$ cat config.mk
export PLATFORM = sky130hd
export DESIGN_NAME = dma_irq_status
export DESIGN_NICKNAME = d
export VERILOG_FILES = /design/src/rtl/dma_irq_pkg.sv /design/src/rtl/dis_sticky_bit.sv /design/src/rtl/dis_err_code.sv /design/src/rtl/dis_summary.sv /design/src/rtl/dma_irq_status.sv
export SDC_FILE = /design/constraint.sdc
export NUM_CORES = 1
export LEC_CHECK = 0
export BUFFER_PORTS_ARGS = -buffer_cell sky130_fd_sc_hd__buf_2
export CORE_MARGIN = 3
export CORE_UTILIZATION = 43
export CTS_CLUSTER_SIZE = 25
export DETAILED_ROUTE_END_ITERATION = 8
export PLACE_DENSITY = 0.91
export RECOVER_POWER = 25
export SLEW_MARGIN = 0
export SYNTH_ARGS = -nofsm -noshare
export SYNTH_HDL_FRONTEND = slang
export SYNTH_SLANG_ARGS = --single-unit
$ cat constraint.sdc
create_clock -name clk -period 1.8 [get_ports clk]
set_input_delay 0 -clock clk [delete_from_list [all_inputs] [get_ports clk]]
set_output_delay 0 -clock clk [all_outputs]
set_load 0.01 [all_outputs]
$ cat src/rtl/dma_irq_pkg.sv
package dma_irq_pkg;
  // number of latched causes and how many belong to the normal tier
  localparam int N_CAUSE = 5;
  localparam int N_NOR   = 2;

  // bit positions in the status and mask words
  localparam int BIT_NOR = 8;
  localparam int BIT_ABN = 9;
  localparam int BIT_ET  = 10;
  localparam int ET_W    = 3;

  // cause index order: tx, rx, fatal, desc unavailable, card error
  localparam int C_TX    = 0;
  localparam int C_RX    = 1;
  localparam int C_FATAL = 2;
  localparam int C_DU    = 3;
  localparam int C_CE    = 4;

  localparam logic [ET_W-1:0] ET_NONE = 3'b000;
  localparam logic [ET_W-1:0] ET_TX   = 3'b001;
  localparam logic [ET_W-1:0] ET_RX   = 3'b010;

  // word position of each cause index
  function automatic int cause_bit(input int idx);
    case (idx)
      0:       return 0;
      1:       return 1;
      2:       return 2;
      3:       return 4;
      default: return 5;
    endcase
  endfunction
endpackage

$ cat src/rtl/dis_sticky_bit.sv
module dis_sticky_bit (
  input  logic clk,
  input  logic rst,
  input  logic set,
  input  logic clr,
  output logic q
);
  always_ff @(posedge clk) begin
    if (rst)      q <= 1'b0;
    else if (set) q <= 1'b1;
    else if (clr) q <= 1'b0;
  end

  assert_set_wins_R10: assert property (@(posedge clk) disable iff (rst)
    set |=> q);
endmodule

$ cat src/rtl/dis_err_code.sv
module dis_err_code
  import dma_irq_pkg::*;
(
  input  logic            clk,
  input  logic            rst,
  input  logic            abort_tx,
  input  logic            abort_rx,
  input  logic            fatal_q,
  input  logic            fatal_clr,
  output logic [ET_W-1:0] code
);
  logic any_abort;
  assign any_abort = abort_tx | abort_rx;

  always_ff @(posedge clk) begin
    if (rst)
      code <= ET_NONE;
    else if (!fatal_q && any_abort)
      code <= abort_tx ? ET_TX : ET_RX;
    else if (fatal_clr && !any_abort)
      code <= ET_NONE;
  end

  assert_code_zero_without_fatal_R6: assert property (@(posedge clk) disable iff (rst)
    !fatal_q |-> (code == ET_NONE));
  assert_code_legal_with_fatal_R6: assert property (@(posedge clk) disable iff (rst)
    fatal_q |-> (code == ET_TX || code == ET_RX));
endmodule

$ cat src/rtl/dis_summary.sv
module dis_summary
  import dma_irq_pkg::*;
#(
  parameter int NC = N_CAUSE,
  parameter int NN = N_NOR
) (
  input  logic          clk,
  input  logic          rst,
  input  logic [NC-1:0] cause_q,
  input  logic [NC-1:0] mask_q,
  input  logic          nor_clr,
  input  logic          abn_clr,
  output logic          nor_q,
  output logic          abn_q,
  output logic          irq_q
);
  logic [NC-1:0] live;
  logic          nor_set;
  logic          abn_set;

  assign live    = cause_q & mask_q;
  assign nor_set = |live[NN-1:0];
  assign abn_set = |live[NC-1:NN];

  dis_sticky_bit u_nor (
    .clk (clk), .rst (rst), .set (nor_set), .clr (nor_clr), .q (nor_q)
  );

  dis_sticky_bit u_abn (
    .clk (clk), .rst (rst), .set (abn_set), .clr (abn_clr), .q (abn_q)
  );

  always_ff @(posedge clk) begin
    if (rst) irq_q <= 1'b0;
    else     irq_q <= nor_q | abn_q;
  end

  assert_nor_needs_enabled_cause_R7: assert property (@(posedge clk) disable iff (rst)
    $rose(nor_q) |-> $past(|(cause_q[NN-1:0] & mask_q[NN-1:0])));
  assert_abn_needs_enabled_cause_R8: assert property (@(posedge clk) disable iff (rst)
    $rose(abn_q) |-> $past(|(cause_q[NC-1:NN] & mask_q[NC-1:NN])));
  assert_irq_rises_after_summary_R11: assert property (@(posedge clk) disable iff (rst)
    (nor_q || abn_q) |=> irq_q);
  assert_irq_low_without_summary_R11: assert property (@(posedge clk) disable iff (rst)
    !(nor_q || abn_q) |=> !irq_q);
endmodule

$ cat src/rtl/dma_irq_status.sv
module dma_irq_status
  import dma_irq_pkg::*;
#(
  parameter int DATA_W     = 32,
  parameter int ADDR_W     = 2,
  parameter int N_CARD_ERR = 7,
  parameter int STAT_ADDR  = 0,
  parameter int MASK_ADDR  = 1
) (
  input  logic                  clk,
  input  logic                  rst,
  input  logic                  tx_done,
  input  logic                  rx_done,
  input  logic                  desc_fetch_done,
  input  logic                  desc_own,
  input  logic                  abort_tx,
  input  logic                  abort_rx,
  input  logic [N_CARD_ERR-1:0] card_err,
  input  logic                  wr_en,
  input  logic [ADDR_W-1:0]     wr_addr,
  input  logic [DATA_W-1:0]     wr_data,
  input  logic                  rd_en,
  input  logic [ADDR_W-1:0]     rd_addr,
  output logic [DATA_W-1:0]     rd_data,
  output logic                  irq,
  output logic                  dma_halt
);
  localparam logic [ADDR_W-1:0] STAT_A = ADDR_W'(STAT_ADDR);
  localparam logic [ADDR_W-1:0] MASK_A = ADDR_W'(MASK_ADDR);

  logic                wr_stat;
  logic                wr_mask;
  logic [N_CAUSE-1:0]  cause_set;
  logic [N_CAUSE-1:0]  cause_clr;
  logic [N_CAUSE-1:0]  cause_q;
  logic [N_CAUSE-1:0]  mask_q;
  logic                nor_q;
  logic                abn_q;
  logic [ET_W-1:0]     err_code;
  logic [DATA_W-1:0]   stat_word;
  logic [DATA_W-1:0]   mask_word;
  logic                unused_wr_bits;

  assign wr_stat = wr_en && (wr_addr == STAT_A);
  assign wr_mask = wr_en && (wr_addr == MASK_A);
  assign unused_wr_bits = ^wr_data;

  // event decode into cause set requests
  assign cause_set[C_TX]    = tx_done;
  assign cause_set[C_RX]    = rx_done;
  assign cause_set[C_FATAL] = abort_tx | abort_rx;
  assign cause_set[C_DU]    = desc_fetch_done & ~desc_own;
  assign cause_set[C_CE]    = |card_err;

  for (genvar g = 0; g < N_CAUSE; g++) begin : g_cause
    assign cause_clr[g] = wr_stat & wr_data[cause_bit(g)];

    dis_sticky_bit u_bit (
      .clk (clk), .rst (rst), .set (cause_set[g]), .clr (cause_clr[g]), .q (cause_q[g])
    );

    always_ff @(posedge clk) begin
      if (rst)          mask_q[g] <= 1'b0;
      else if (wr_mask) mask_q[g] <= wr_data[cause_bit(g)];
    end
  end

  dis_err_code u_code (
    .clk       (clk),
    .rst       (rst),
    .abort_tx  (abort_tx),
    .abort_rx  (abort_rx),
    .fatal_q   (cause_q[C_FATAL]),
    .fatal_clr (cause_clr[C_FATAL]),
    .code      (err_code)
  );

  dis_summary #(.NC(N_CAUSE), .NN(N_NOR)) u_sum (
    .clk     (clk),
    .rst     (rst),
    .cause_q (cause_q),
    .mask_q  (mask_q),
    .nor_clr (wr_stat & wr_data[BIT_NOR]),
    .abn_clr (wr_stat & wr_data[BIT_ABN]),
    .nor_q   (nor_q),
    .abn_q   (abn_q),
    .irq_q   (irq)
  );

  assign dma_halt = cause_q[C_FATAL];

  always_comb begin
    stat_word = '0;
    mask_word = '0;
    for (int i = 0; i < N_CAUSE; i++) begin
      stat_word[cause_bit(i)] = cause_q[i];
      mask_word[cause_bit(i)] = mask_q[i];
    end
    stat_word[BIT_NOR] = nor_q;
    stat_word[BIT_ABN] = abn_q;
    stat_word[BIT_ET +: ET_W] = err_code;
  end

  always_ff @(posedge clk) begin
    if (rst)
      rd_data <= '0;
    else if (rd_en)
      rd_data <= (rd_addr == STAT_A) ? stat_word :
                 (rd_addr == MASK_A) ? mask_word : '0;
  end

  assert_halt_after_abort_R5: assert property (@(posedge clk) disable iff (rst)
    (abort_tx || abort_rx) |=> dma_halt);
  assert_halt_carries_code_R6: assert property (@(posedge clk) disable iff (rst)
    dma_halt |-> (err_code != ET_NONE));
  assert_reserved_read_zero_R9: assert property (@(posedge clk) disable iff (rst)
    (rd_data[3] == 1'b0) && (rd_data[7:6] == 2'b00) && (rd_data[DATA_W-1:BIT_ET+ET_W] == '0));
  assert_du_sets_when_unowned_R4: assert property (@(posedge clk) disable iff (rst)
    (desc_fetch_done && !desc_own) |=> cause_q[C_DU]);
endmodule

==> qor.csv, run 1 <==
stage,metric,value,unit
die,area of the core,2545,um2
worst_setup_path,Crit. Startpoint,abort_rx,
logic_synthesis,register bit count reported by yosys,24,
grt,global-route wire length before repair,4.008,mm
timing,Final Setup Violations,0,
die,Initial Utilization,0.4621,
timing,fin crit share,0.7930,
logic_synthesis,post-synthesis sequential area ratio,0.4085,
die,die height,58.30,um
detailed_routing,number of DRC markers in iteration 0,13,
cts,clk_lat worst skew,0.32,ns
min_path,Hold Crit Class,primary input to register,
cts,H-Tree Depth,1,
cts,Sink Count,24,
logic_synthesis,Mapped Avg Cell Area,8.712,um2
timing,fmax,0.7006,GHz
place,I/O Buffers,38,
cts,Clock Tree Buf Depth,2,
cells_and_area,Ant. Diodes,0,
logic_synthesis,YS warnings,0,
worst_setup_path,Worst R2R Start,g_cause[4].u_bit.q$_SDFFE_PP0P_,
die,row cnt,18,
grt,Total GRT Usage,0.1542,
cts,Post CTS Setup Buffer Count,0,
timing,Final Critical Period,1.427,ns
place,routability cong.,0.8038,
grt,number of global-route vias before repair,897,
cells_and_area,share of cells above drive strength 1,0.2595,
worst_setup_path,critical path capture point type,register,
die,Die Footprint,3399,um2
detailed_routing,routed length per instance,11.77,um
detailed_routing,routed vias/inst,4.707,
power_and_ir_drop,Total Power,1.118,mW
cts,CTS tree,yes,
cts,total CTS buffers,3,
detailed_routing,# DRC,0,
timing,RSZ-0062 raised after global routing,no,
cts,Root Driver,clkbuf_4,
run_status,status,finished clean,
grt,grt ovf,0,
min_path,Hold Path Origin,abort_tx,
cells_and_area,area grow syn2layout,26.81,%
detailed_routing,overall routed net length,2.530,mm
timing,Final Max Slew Viols,0,
timing,Worst Skew,0.006221,ns
die,I/O Pins,87,
timing,final hold violation count,0,
power_and_ir_drop,peak supply drop,0.0007485,V
worst_setup_path,Worst setup SP type,primary input,
logic_synthesis,Synth Instances,135,
detailed_routing,Vias,1012,
power_and_ir_drop,leakage,0.7202,nW
worst_setup_path,CP max FO,3,
power_and_ir_drop,power density over the cells,749.3,nW/um2
timing,final setup TNS,0,ns
die,Die X,58.30,um
detailed_routing,Detailed Routing Iterations Pass 1,4,
cts,"CTS clk-pin slew, worst paths",0.12,ns
place,Final HPWL DP,1.825,mm
cells_and_area,nets,239,
worst_setup_path,Worst EP required,2.02,ns
grt,largest net degree at the start of global routing,25,
worst_setup_path,critical path arrival,1.65,ns
flow_run,max cap viols,0,
logic_synthesis,Syn Std Cell Area,1176,um2
logic_synthesis,synth unique cells,25,
grt,initial antenna violation count,0,
worst_setup_path,CP Class,primary input to register,
detailed_routing,ANT nets after route,0,
path summary, 6_finish.rpt:
| path | slack (ns) | to | depth (start not counted) |
|---|---|---|---|
| setup reg to reg | 0.52 | g_cause[4].u_bit.q$_SDFFE_PP0P_ | 3 |
| setup / recovery | 0.37 | u_code.code[1]$_SDFFE_PP0P_ | 5 |
| hold / removal | 0.005 | u_code.code[0]$_SDFFE_PP0P_ | 3 |
| hold reg to reg | 0.48 | rd_data[9]$_SDFFE_PP0P_ | 2 |
flip-flops by register name, indices dropped and copies added, names as in the netlist:
signal	flops
u_sum.u_abn.q	1
u_sum.u_nor.q	1
mask_q	5
u_sum.irq_q	1
g_cause.u_bit.q	5
rd_data	9
u_code.code	2
worst max-delay path: stages:
cell and delay [ns]:
dlygate4sd3_1 0.53, buf_2 0.15, nor4b_4 0.31, dlygate4sd3_1 0.60, o22ai_1 0.06
where the power goes:
group	switching (mW)	internal (mW)
registers	0.0149	0.553
logic	0.0848	0.0761
clock network	0.163	0.225
total	0.263	0.854
timing repair:
action / in CTS / in global routing
hold buffers: 15 / 0
setup endpoints to repair: 0 / 1
gates resized for setup: 0 / 1
endpoints found under the hold margin: 12 / 0
layout make-up:
type | count | area [um2]
clock buffers | 3 | 22.52
multi-input cells | 100 | 573.1
inverters | 5 | 18.77
fillers | 244 | 1054
well taps | 30 | 37.54
flip-flops and latches | 24 | 480.5
clock inverters | 1 | 30.03
repair buffers | 52 | 329.1
cell families after synthesis:
logic type	synth area share
AND/OR/NAND/NOR	0.2191
flip-flops	0.4085
other	0.003188
buffers and inverters	0.1798
AO/OA/AOI/OAI	0.09894
multiplexers	0.09042
cells in the mapped netlist:
cell      instances  area share
a21oi_1          12       0.051
a222oi_1          1      0.0085
a22oi_1           1      0.0064
a31oi_1           1      0.0053
buf_2             1      0.0043
buf_4            23        0.15
clkbuf_1          4       0.013
conb_1            1      0.0032
dfxtp_1          24        0.41
inv_1             5       0.016
mux2_2            5       0.048
mux2i_1           5       0.043
nand2_1           1      0.0032
nand2b_1          7       0.037
nand3_1           6       0.026
nand3b_1          1      0.0064
nor2_1           15       0.048
nor2b_1           6       0.032
nor3_1            5       0.021
nor3b_1           2       0.013
nor4_1            1      0.0053
nor4b_4           1       0.020
o21ai_0           4       0.017
o22ai_1           2       0.011
or3b_1            1      0.0074
through the flow:
step	std cells	setup slack [ns]	utilization	area, um2	hold WS [ns]
global route	215	0.3359	0.5860	1491	0.01360
global placement	197	0.6291	0.5084	1294	0.2417
detailed placement	197	0.5989	0.5084	1294	0.2590
finish	215	0.3726	0.5860	1491	0.005229
CTS	216	0.01788	0.5880	1496	0.0009653
floorplan	157	0.8430	-	1259	0.07931
layer usage:
layer  up-vias  routed length [um]  track usage
met2        39                1250       0.2504
met4         0                  33      0.05298
li1        510                   -            -
met1       458                1047       0.1929
met5         -                   0            0
met3         5                 199      0.04825
cell usage in the layout, fill, tap and decap left out, types with 3 or more instances in the layout:
master / synthesis / routed
dlygate4sd3_1: 0 / 14
conb_1: 1 / 23
a21oi_1: 12 / 12
mux2i_1: 5 / 5
o21ai_0: 4 / 4
clkbuf_4: 0 / 3
dfxtp_1: 24 / 24
nor3_1: 5 / 5
mux2_2: 5 / 5
nor2b_1: 6 / 6
nand2b_1: 7 / 7
buf_2: 1 / 37
nand3_1: 6 / 6
inv_1: 5 / 5
nor2_1: 15 / 15
Note: power is estimated with default switching activity, not from simulation.
==> run 2: changes to the inputs <==
--- a/config.mk
+++ b/config.mk
@@ -7,10 +7,10 @@
 export LEC_CHECK = 0
 export BUFFER_PORTS_ARGS = -buffer_cell sky130_fd_sc_hd__buf_2
 export CORE_MARGIN = 3
-export CORE_UTILIZATION = 43
+export CORE_UTILIZATION = 40
 export CTS_CLUSTER_SIZE = 25
 export DETAILED_ROUTE_END_ITERATION = 8
-export PLACE_DENSITY = 0.91
+export PLACE_DENSITY = 0.86
 export RECOVER_POWER = 25
 export SLEW_MARGIN = 0
 export SYNTH_ARGS = -nofsm -noshare
==> constraint.sdc (replaced) <==
create_clock -name clk -period 1.5 [get_ports clk]
set_input_delay 0 -clock clk [delete_from_list [all_inputs] [get_ports clk]]
set_output_delay 0 -clock clk [all_outputs]
set_load 0.01 [all_outputs]
==> qor.csv, run 2 (same netlist as run 1, synthesis figures left out) <==
stage,metric,value,unit
worst_setup_path,Worst setup SP type,primary input,
cells_and_area,max FFs per register,9,
cts,Post CTS Setup Buffer Count,0,
cts,Clock Tree Buf Depth,2,
cts,# hold bufs at CTS,15,
timing,Worst Skew,0.009055,ns
die,Die X,60.23,um
die,die height,60.23,um
detailed_routing,ANT nets after route,0,
detailed_routing,number of DRC markers in iteration 0,27,
timing,Final Critical Period,1.464,ns
detailed_routing,Detailed Routing Iterations Pass 1,4,
detailed_routing,Vias,1002,
cts,total CTS buffers,3,
place,Final HPWL DP,1.763,mm
worst_setup_path,critical path arrival,1.67,ns
flow_run,max cap viols,0,
worst_setup_path,CP max stage cell,dlygate4sd3_1,
power_and_ir_drop,Total Power,1.338,mW
timing,RSZ-0062 raised after global routing,no,
cells_and_area,Ant. Diodes,0,
cts,Root Driver,clkbuf_4,
power_and_ir_drop,peak supply drop,0.001047,V
die,row cnt,19,
grt,grt ovf,0,
cells_and_area,area grow syn2layout,27.34,%
power_and_ir_drop,power density over the cells,893.7,nW/um2
worst_setup_path,critical path capture point type,register,
cts,H-Tree Depth,1,
die,Initial Utilization,0.4229,
worst_setup_path,"most used cell, CP",dlygate4sd3_1,
timing,final setup TNS,0,ns
cts,CTS tree,yes,
die,I/O Pins,87,
die,Die Footprint,3627,um2
grt,initial antenna violation count,0,
detailed_routing,# DRC,0,
timing,fin crit share,0.9761,
worst_setup_path,CP max FO,3,
timing,final hold violation count,0,
timing,worst hold slack,0.02010,ns
worst_setup_path,"CP delay by family, top",buffers and inverters,
timing,final setup margin,0.03586,ns
die,area of the core,2781,um2
worst_setup_path,Worst EP required,1.71,ns
grt,largest net degree at the start of global routing,25,
place,routability cong.,0.8020,
timing,fmax,0.6830,GHz
cts,Sink Count,24,
cells_and_area,nets,240,
worst_setup_path,WP buf/inv,3,
cells_and_area,top flop regs,"rd_data: 9 flops, g_cause.u_bit.q: 5 flops, mask_q: 5 flops",
grt,number of global-route vias before repair,916,
detailed_routing,routed length per instance,11.85,um
cells_and_area,share of cells above drive strength 1,0.2581,
cells_and_area,"commonest non-fill, non-tap cell in the layout",buf_2,
grt,Total GRT Usage,0.1489,
cells_and_area,Layout fillers,277,
timing,Final Setup Violations,0,
power_and_ir_drop,leakage,0.7312,nW
cts,clk_lat worst skew,0.31,ns
cells_and_area,Final Core Density,0.5385,
worst_setup_path,CP Cell Sequence,dlygate4sd3_1 > buf_2 > nor4b_4 > dlygate4sd3_1 > o22ai_1,
place,I/O Buffers,38,
cts,Post-CTS Resized,0,
worst_setup_path,slowest cell delay on critical path,0.62,ns
worst_setup_path,CP Class,primary input to register,
detailed_routing,routed vias/inst,4.618,
grt,global-route wire length before repair,3.960,mm
place,pre-CTS setup slack,0.2913,ns
detailed_routing,overall routed net length,2.571,mm
min_path,Hold Crit Class,primary input to register,
run_status,status,finished clean,
cells_and_area,most frequent cells in the layout,"buf_2 (38), dfxtp_1 (24), conb_1 (23)",
cells_and_area,Largest Register,rd_data,
timing,Final Max Slew Viols,0,
cts,"CTS clk-pin slew, worst paths",0.14,ns
run 2: cell types whose count changed in the layout (fill, tap and decap cells not counted):
cell / previous run / this run
nor4_2: 1 / 0
clkbuf_1: 1 / 0
nor4_1: 0 / 1
buf_2: 37 / 38
dlygate4sd3_1: 14 / 15
run 2: final timing paths:
check / startpoint / end / slack [ns] / cells past startpoint
worst max-delay path: abort_rx / u_code.code[0]$_SDFFE_PP0P_ / 0.04 / 5
worst max register to register: g_cause[2].u_bit.q$_SDFFE_PP0P_ / rd_data[2]$_SDFFE_PP0P_ / 0.54 / 3
worst min register to register: rd_data[10]$_SDFFE_PP0P_ / rd_data[10]$_SDFFE_PP0P_ / 0.48 / 2
worst min-delay path: rd_addr[1] / rd_data[10]$_SDFFE_PP0P_ / 0.02 / 4
run 2: through the flow:
step,area (um2),cells
final,1498,217
after CTS,1498,217
after detailed placement,1295,198
after global placement,1295,198
after global routing,1498,217
after floorplan,1259,157
run 2: report_power, final:
group | internal (mW) | switching [mW] | leakage (nW) | total [mW]
Combinational | 0.0917 | 0.101 | 0.507 | 0.193
Clock | 0.270 | 0.194 | 0.0279 | 0.464
Sequential | 0.664 | 0.0177 | 0.196 | 0.681
run 2: layout make-up:
type | count | area, um2 | area share
clock inverter | 1 | 30.03 | 0.02005
sequential | 24 | 480.5 | 0.3208
timing repair buffer | 53 | 340.3 | 0.2272
tap | 31 | 38.79 | 0.02590
clock buffer | 3 | 22.52 | 0.01504
inverter | 5 | 18.77 | 0.01253
multi-input combinational | 100 | 566.8 | 0.3784
run 2: tightest hold or removal path: stages:
cell and delay [ns]:
buf_2 0.09, nor2_1 0.07, nand3_1 0.08, a21oi_1 0.06
run 2: metal layers:
layer | track usage | up-vias | routed length [um]
met5 | 0 | - | 0
met4 | 0.02848 | 0 | 13
met3 | 0.04968 | 2 | 237
met2 | 0.2701 | 41 | 1305
met1 | 0.1682 | 447 | 1015
li1 | - | 512 | -
